### config.mk
export PLATFORM = sky130hd
export DESIGN_NAME = rule_sched
export DESIGN_NICKNAME = d
export VERILOG_FILES = /design/src/rtl/rs_pkg.sv /design/src/rtl/rs_group_arbiter.sv /design/src/rtl/rs_reg_mux.sv /design/src/rtl/rs_state_reg.sv /design/src/rtl/rule_sched.sv
export SDC_FILE = /design/constraint.sdc
export NUM_CORES = 1
export LEC_CHECK = 0
export CORE_UTILIZATION = 30
export CTS_CLUSTER_DIAMETER = 30
export DETAILED_ROUTE_END_ITERATION = 16
export GPL_ROUTABILITY_DRIVEN = 0
export PLACE_DENSITY_LB_ADDON = 0.2
export SLEW_MARGIN = 25
export SYNTH_ARGS = -nofsm -noshare
export SYNTH_HDL_FRONTEND = slang
export SYNTH_SLANG_ARGS = --single-unit
### constraint.sdc
create_clock -name clk_i -period 1.7 [get_ports clk_i]
set_input_delay 0.34 -clock clk_i [delete_from_list [all_inputs] [get_ports clk_i]]
set_output_delay 0.34 -clock clk_i [all_outputs]
set_load 0.02 [all_outputs]
### src/rtl/rs_pkg.sv
`timescale 1ns/1ps
package rs_pkg;
  localparam int unsigned MAXN = 16;
  localparam int unsigned CW   = MAXN * MAXN;

  // reflexive-transitive closure of the conflict graph: bit i*n+j set when i,j share a group
  function automatic logic [CW-1:0] group_closure(input logic [CW-1:0] conf, input int n);
    logic [CW-1:0] m;
    m = conf;
    for (int i = 0; i < MAXN; i++)
      if (i < n) m[i*n+i] = 1'b1;
    for (int k = 0; k < MAXN; k++)
      for (int i = 0; i < MAXN; i++)
        for (int j = 0; j < MAXN; j++)
          if (k < n && i < n && j < n && m[i*n+k] && m[k*n+j])
            m[i*n+j] = 1'b1;
    return m;
  endfunction
endpackage

### src/rtl/rs_group_arbiter.sv
`timescale 1ns/1ps
module rs_group_arbiter #(
  parameter int unsigned N = 4,
  parameter logic [rs_pkg::CW-1:0] GRP = '0
) (
  input  logic [N-1:0] can_i,
  output logic [N-1:0] fire_o
);
  for (genvar i = 0; i < N; i++) begin : g_rule
    logic [N-1:0] lower_peer;
    for (genvar j = 0; j < N; j++) begin : g_peer
      if (j < i && GRP[i*N+j]) begin : g_on
        assign lower_peer[j] = 1'b1;
      end else begin : g_off
        assign lower_peer[j] = 1'b0;
      end
    end
    assign fire_o[i] = can_i[i] & ~|(can_i & lower_peer);
  end
endmodule

### src/rtl/rs_reg_mux.sv
`timescale 1ns/1ps
module rs_reg_mux #(
  parameter int unsigned N   = 4,
  parameter int unsigned R   = 2,
  parameter int unsigned W   = 8,
  parameter int unsigned COL = 0,
  parameter logic [N*R-1:0] WMAP = '0
) (
  input  logic [N-1:0]   fire_i,
  input  logic [N*W-1:0] data_i,
  output logic           wen_o,
  output logic [W-1:0]   nxt_o
);
  logic [N-1:0] writer;
  logic [N-1:0] sel;

  for (genvar i = 0; i < N; i++) begin : g_wr
    if (WMAP[i*R+COL]) begin : g_on
      assign writer[i] = 1'b1;
    end else begin : g_off
      assign writer[i] = 1'b0;
    end
  end

  // a fired writer is overridden by any higher-indexed fired writer (later in sequence)
  for (genvar i = 0; i < N; i++) begin : g_sel
    logic [N-1:0] later;
    for (genvar j = 0; j < N; j++) begin : g_later
      if (j > i) begin : g_on
        assign later[j] = writer[j];
      end else begin : g_off
        assign later[j] = 1'b0;
      end
    end
    assign sel[i] = writer[i] & fire_i[i] & ~|(fire_i & later);
  end

  assign wen_o = |(fire_i & writer);

  always_comb begin
    nxt_o = '0;
    for (int i = 0; i < N; i++)
      nxt_o = nxt_o | ({W{sel[i]}} & data_i[i*W +: W]);
  end
endmodule

### src/rtl/rs_state_reg.sv
`timescale 1ns/1ps
module rs_state_reg #(
  parameter int unsigned W = 8
) (
  input  logic         clk_i,
  input  logic         rst_ni,
  input  logic         wen_i,
  input  logic [W-1:0] d_i,
  output logic [W-1:0] q_o
);
  always_ff @(posedge clk_i or negedge rst_ni) begin
    if (!rst_ni)    q_o <= '0;
    else if (wen_i) q_o <= d_i;
  end
endmodule

### src/rtl/rule_sched.sv
`timescale 1ns/1ps
module rule_sched #(
  parameter int unsigned N = 4,
  parameter int unsigned R = 2,
  parameter int unsigned W = 8,
  parameter logic [N*N-1:0] CONFLICT = 16'h2092,
  parameter logic [N*R-1:0] WMAP     = 8'h6D
) (
  input  logic             clk_i,
  input  logic             rst_ni,
  input  logic [N-1:0]     can_fire_i,
  input  logic [N*R*W-1:0] upd_data_i,
  output logic [N-1:0]     fire_o,
  output logic [R-1:0]     wen_o,
  output logic [R*W-1:0]   state_o
);
  localparam int unsigned CW = rs_pkg::CW;
  localparam logic [CW-1:0] CONF_EXT = CW'(CONFLICT);
  localparam logic [CW-1:0] GRP = rs_pkg::group_closure(CONF_EXT, N);

  rs_group_arbiter #(.N(N), .GRP(GRP)) u_arb (
    .can_i (can_fire_i),
    .fire_o(fire_o)
  );

  for (genvar r = 0; r < R; r++) begin : g_reg
    logic [N*W-1:0] col_data;
    logic [W-1:0]   nxt;
    for (genvar i = 0; i < N; i++) begin : g_col
      assign col_data[i*W +: W] = upd_data_i[(i*R+r)*W +: W];
    end

    rs_reg_mux #(.N(N), .R(R), .W(W), .COL(r), .WMAP(WMAP)) u_mux (
      .fire_i(fire_o),
      .data_i(col_data),
      .wen_o (wen_o[r]),
      .nxt_o (nxt)
    );

    rs_state_reg #(.W(W)) u_q (
      .clk_i (clk_i),
      .rst_ni(rst_ni),
      .wen_i (wen_o[r]),
      .d_i   (nxt),
      .q_o   (state_o[r*W +: W])
    );
  end
endmodule

* After elaboration in Yosys (flattened, before gate mapping)
Cells that the tools add are included.
** Storage, ports and cells
- Bits of input ports :: 70
- Word-level logic and storage cells :: 24
- Register bits :: 16
- Output and inout port bits :: 22
** Cells by class
- Bitwise operators :: 13
- Reductions and logical operators :: 9
** Operators with widths (number)
- 8-bit bitwise AND :: 5
- 8-bit OR :: 3
- 2-bit OR reduction :: 3
- 1-bit bitwise AND :: 5
- 1-bit logical NOT :: 5
- 3-bit OR reduction :: 1

* Logic depth before layout (Yosys ltp)
- Depth after elaboration :: 9
- Gate-level depth with buffers :: 4
- Depth with buffers taken out :: 3

* Hierarchy
A second synthesis with hierarchy kept.
** Unflattened totals
- Cell total of the unflattened synthesis :: 86
- Area total of the unflattened synthesis :: 1038.5 um^2
** By module, submodules not included
- rs_state_reg :: cells each 17, times used 2, area each 331.6 um^2, seq. area each 200.2 um^2
- rs_reg_mux at g_reg[0].u_mux :: cells each 36, times used 1, area each 234.0 um^2, seq. area each 0.0 um^2
- rs_reg_mux at g_reg[1].u_mux :: cells each 12, times used 1, area each 107.6 um^2, seq. area each 0.0 um^2
- rs_group_arbiter :: cells each 4, times used 1, area each 33.8 um^2, seq. area each 0.0 um^2

* Worst setup path after synthesis
Ideal clock, no wire load.
- Path kind :: input port to output port
- From :: input port can_fire_i[0]
- To :: output port wen_o[0]
- Buffers on the path :: 2
- Data arrival time :: 1012 ps
- Required time :: 1360 ps
- Setup slack :: 348 ps
- Stages on the path :: 3
- Cells stage by stage :: or3_1 buf_6 buf_4
** On the way
- Word-level cells in the longest chain between the ends :: 4
- Elaborated cells on any way between the ends :: 6
- Classes of those cells :: bitwise (2); reduce/logical (4)
** Ends and longest elaborated chain
- start: declaration :: line rule_sched.sv:11 : input logic [N-1:0] can_fire_i,
- 2-bit OR reduction :: line rs_group_arbiter.sv:18 : assign fire_o[i] = can_i[i] & ~|(can_i & lower_peer);
- 1-bit logical NOT :: line rs_group_arbiter.sv:18
- 1-bit bitwise AND :: line rs_group_arbiter.sv:18
- 3-bit OR reduction (*) :: line rs_reg_mux.sv:38 : assign wen_o = |(fire_i & writer);
- end: declaration :: line rule_sched.sv:14 : output logic [R-1:0] wen_o,
Every way passes the cells marked *; elsewhere a longest branch is shown, timed or not.

* Final worst setup path
- From :: register g_reg[0].u_q.q_o[5]
- To :: output port state_o[5]
** RTL lines
- start: declaration :: line rs_state_reg.sv:9 : output logic [W-1:0] q_o
- start signal: assignment :: line rs_state_reg.sv:13 : else if (wen_i) q_o <= d_i;
- end: declaration :: line rule_sched.sv:15 : output logic [R*W-1:0] state_o
No word-level cell between the ends.

==> flow_metrics.env <==
export IMPL_core_rowCount=18
export IMPL_syn_num_nets=151
export IMPL_first_pass_iters=2
export IMPL_dp_hpwl_mm=1.99
export IMPL_hold_violations=0
export IMPL_grt_pass1_wl_mm=3.66
export IMPL_use_met2_pct=31.9
export IMPL_hp_class="input pin to asynchronous set/reset pin"
export IMPL_clkSinkCount=16
export IMPL_drc=0
export IMPL_synth_seq_cells=16
export IMPL_root_buffer="clkbuf_4"
export IMPL_slowest_stage="clkdlybuf4s50_1"
export IMPL_synth_cell_types=16
export IMPL_worstSetupPathType="flop to output pin"
export IMPL_period_needed_ps=1630
export IMPL_grt_pass1_vias=857
export IMPL_drv_cap=0
export IMPL_die_x_microns=55.1
export IMPL_syn_mean_instance_area_sq_um=10.4
export IMPL_viasPerCell=4.83
export IMPL_synthSimpleGateAreaFrac_pct=7.25
export IMPL_drive_gt1_share_pct=17.9
export IMPL_required_ps=1360
export IMPL_synthXorXnorAreaFrac_pct=0
export IMPL_insertion_delay_ps=280
export IMPL_top_usage_layer="met2"
export IMPL_path_delay_family="buffers and inverters"
export IMPL_rsz0062_at_grt="no"
export IMPL_routed_wirelength_mm=2.50
export IMPL_synth_compound_area_share_pct=27.2
export IMPL_status="completed"
export IMPL_p_total_uw=1020
export IMPL_post_cts_buffers=0
export IMPL_post_route_period_util_pct=96.1
export IMPL_start_kind="flop"
export IMPL_met1_usage_pct=19.4
export IMPL_top_regs="g.u_q.q_o x16"
export IMPL_diodes=0
export IMPL_ant_nets=0
export IMPL_slew_headroom_pct=78.6
export IMPL_finalInstanceArea_sq_mm=0.00158
export IMPL_ioPinCount=92
export IMPL_end_kind="output pin"
export IMPL_ys_seq_area_share_pct=47.3
export IMPL_cts_tree="built"
export IMPL_die_y_microns=55.1
export IMPL_synth_fa_ha_area_share_pct=0
export IMPL_grt_ovfl_total=0
export IMPL_whs_ps=355
export IMPL_portBuffers=67
export IMPL_power_density_mw_per_mm2=642
export IMPL_synth_top_family_by_area="compound AO/OA/AOI/OAI gates"
export IMPL_h_tree_depth=1
export IMPL_dpl_instance_area_sq_mm=0.00156
export IMPL_dr_total_vias=874
export IMPL_ir_worst_vdd_mv=0.558
export IMPL_drv_slew=0
export IMPL_numCtsBuffers=3
export IMPL_synth_area_sq_um=846
export IMPL_p_leak_uw=0.000708
export IMPL_dieArea_sq_mm=0.00304
export IMPL_antenna_found_initial=0
export IMPL_cp_arrival_ps=1290
export IMPL_syn_to_final_growth_pct=87.3
export IMPL_yosysWarnings=0
export IMPL_clk_pin_slew_ps=100
export IMPL_path_cells="clkdlybuf4s50_1"
export IMPL_grt_use_total_pct=17.7
export IMPL_fin_skew_ps=0
export IMPL_worst_path_buf_inv=1
export IMPL_max_freq_ghz=0.612
export IMPL_cp_slowest_stage_delay_ps=620
export IMPL_wl_per_cell_microns=13.8
export IMPL_layout_nets=223
export IMPL_grt_max_degree=17
export IMPL_tightest_slew_ps=321
export IMPL_synth_mux_area_share_pct=9.47
export IMPL_setup_violations=0
export IMPL_grt_use_met3_pct=6.83
export IMPL_initial_core_util_pct=32.9
export IMPL_largest_reg_flops=16
export IMPL_initialDrtViolationCount=4
export IMPL_regMostFlops="g.u_q.q_o"
export IMPL_core_sq_mm=0.00257
export IMPL_syn_inst=81
export IMPL_clock_path_buffers=2
export IMPL_crit_fanout=2
[cell type report]
| type | instances | area, sq um |
|---|---|---|
| Timing Repair Buffer | 76 | 728 |
| Tap cell | 30 | 37.5 |
| Multi-Input combinational cell | 53 | 384 |
| Clock buffer | 3 | 22.5 |
| Fill cell | 245 | 983 |
| Sequential cell | 16 | 400 |
| Inverter | 3 | 11.3 |
[Yosys cell counts (all sizes together)]
library cell,count,area [sq um]
inv,3,11.3
buf,8,58.8
o22ai,16,150
and3,1,6.26
nand2b,3,18.8
clkbuf,1,3.75
or3,1,6.26
nand2,8,30.0
mux2i,8,80.1
a21oi,8,40.0
o21ai,8,40.0
dfrtp,16,400
[where the power goes]
group          internal, uW  total (uW)  leakage (uW)  switching, uW
sequential              417         439      0.000186           21.9
combinational           219         375      0.000508            157
clock                  82.3         202     0.0000138            120
total                   718        1020      0.000708            298
[layout by cell type, fill, tap and decap left out, drive strengths merged, types with 4 or more instances in the layout]
cell,instances
a21oi,8
buf,11
clkbuf,4
clkdlybuf4s50,58
dfrtp,16
mux2i,8
nand2,8
o21ai,8
o22ai,16
[worst reg2reg max path: cells and delay by family (launching register included)]
kind,cells,cell delay [ps]
compound gates,1,80
mux,1,160
flops,1,390
[metal layers]
layer	vias up	routed length, microns
li1	432	-
met1	409	977
met2	31	1330
met3	2	174
met4	0	15
met5	-	0
[path summary, 6_finish.rpt]
path | cells past startpoint | endpoint | from | slack (ps)
setup / recovery | 1 | state_o[5] | g_reg[0].u_q.q_o[5] | 70
hold / removal | 2 | g_reg[1].u_q.q_o[2] | rst_ni | 350
setup reg to reg | 2 | g_reg[1].u_q.q_o[6] | g_reg[1].u_q.q_o[6] | 960
hold reg to reg | 2 | g_reg[1].u_q.q_o[1] | g_reg[1].u_q.q_o[1] | 560
max in group asynchronous | 2 | g_reg[1].u_q.q_o[6] | rst_ni | 1150
min in group clk_i | 2 | g_reg[1].u_q.q_o[1] | g_reg[1].u_q.q_o[1] | 560
[what timing repair did]
item                       CTS  global route
resized for setup           17             5
hold buffers                 0             0
pin swaps                    1             0
setup endpoints to repair    6             2
[through the flow]
step / worst slack [ps] / TNS [ps] / instances / utilization [%]
after global placement: -365 / -1570 / 178 / 60.7
after global routing: 23.2 / 0 / 181 / 61.7
final: 65.5 / 0 / 181 / 61.7
after floorplan: 348 / 0 / 81 / -
after CTS: 5.88 / 0 / 181 / 61.4
after detailed placement: -381 / -1630 / 178 / 60.7
[logic make-up after synthesis]
kind of cell	after synthesis
AOI/OAI and AO/OA	32
buffers and inverters	12
DFF	16
muxes	8
and+or+nand+nor	13
No activity file was read; power rests on OpenSTA's default activity.
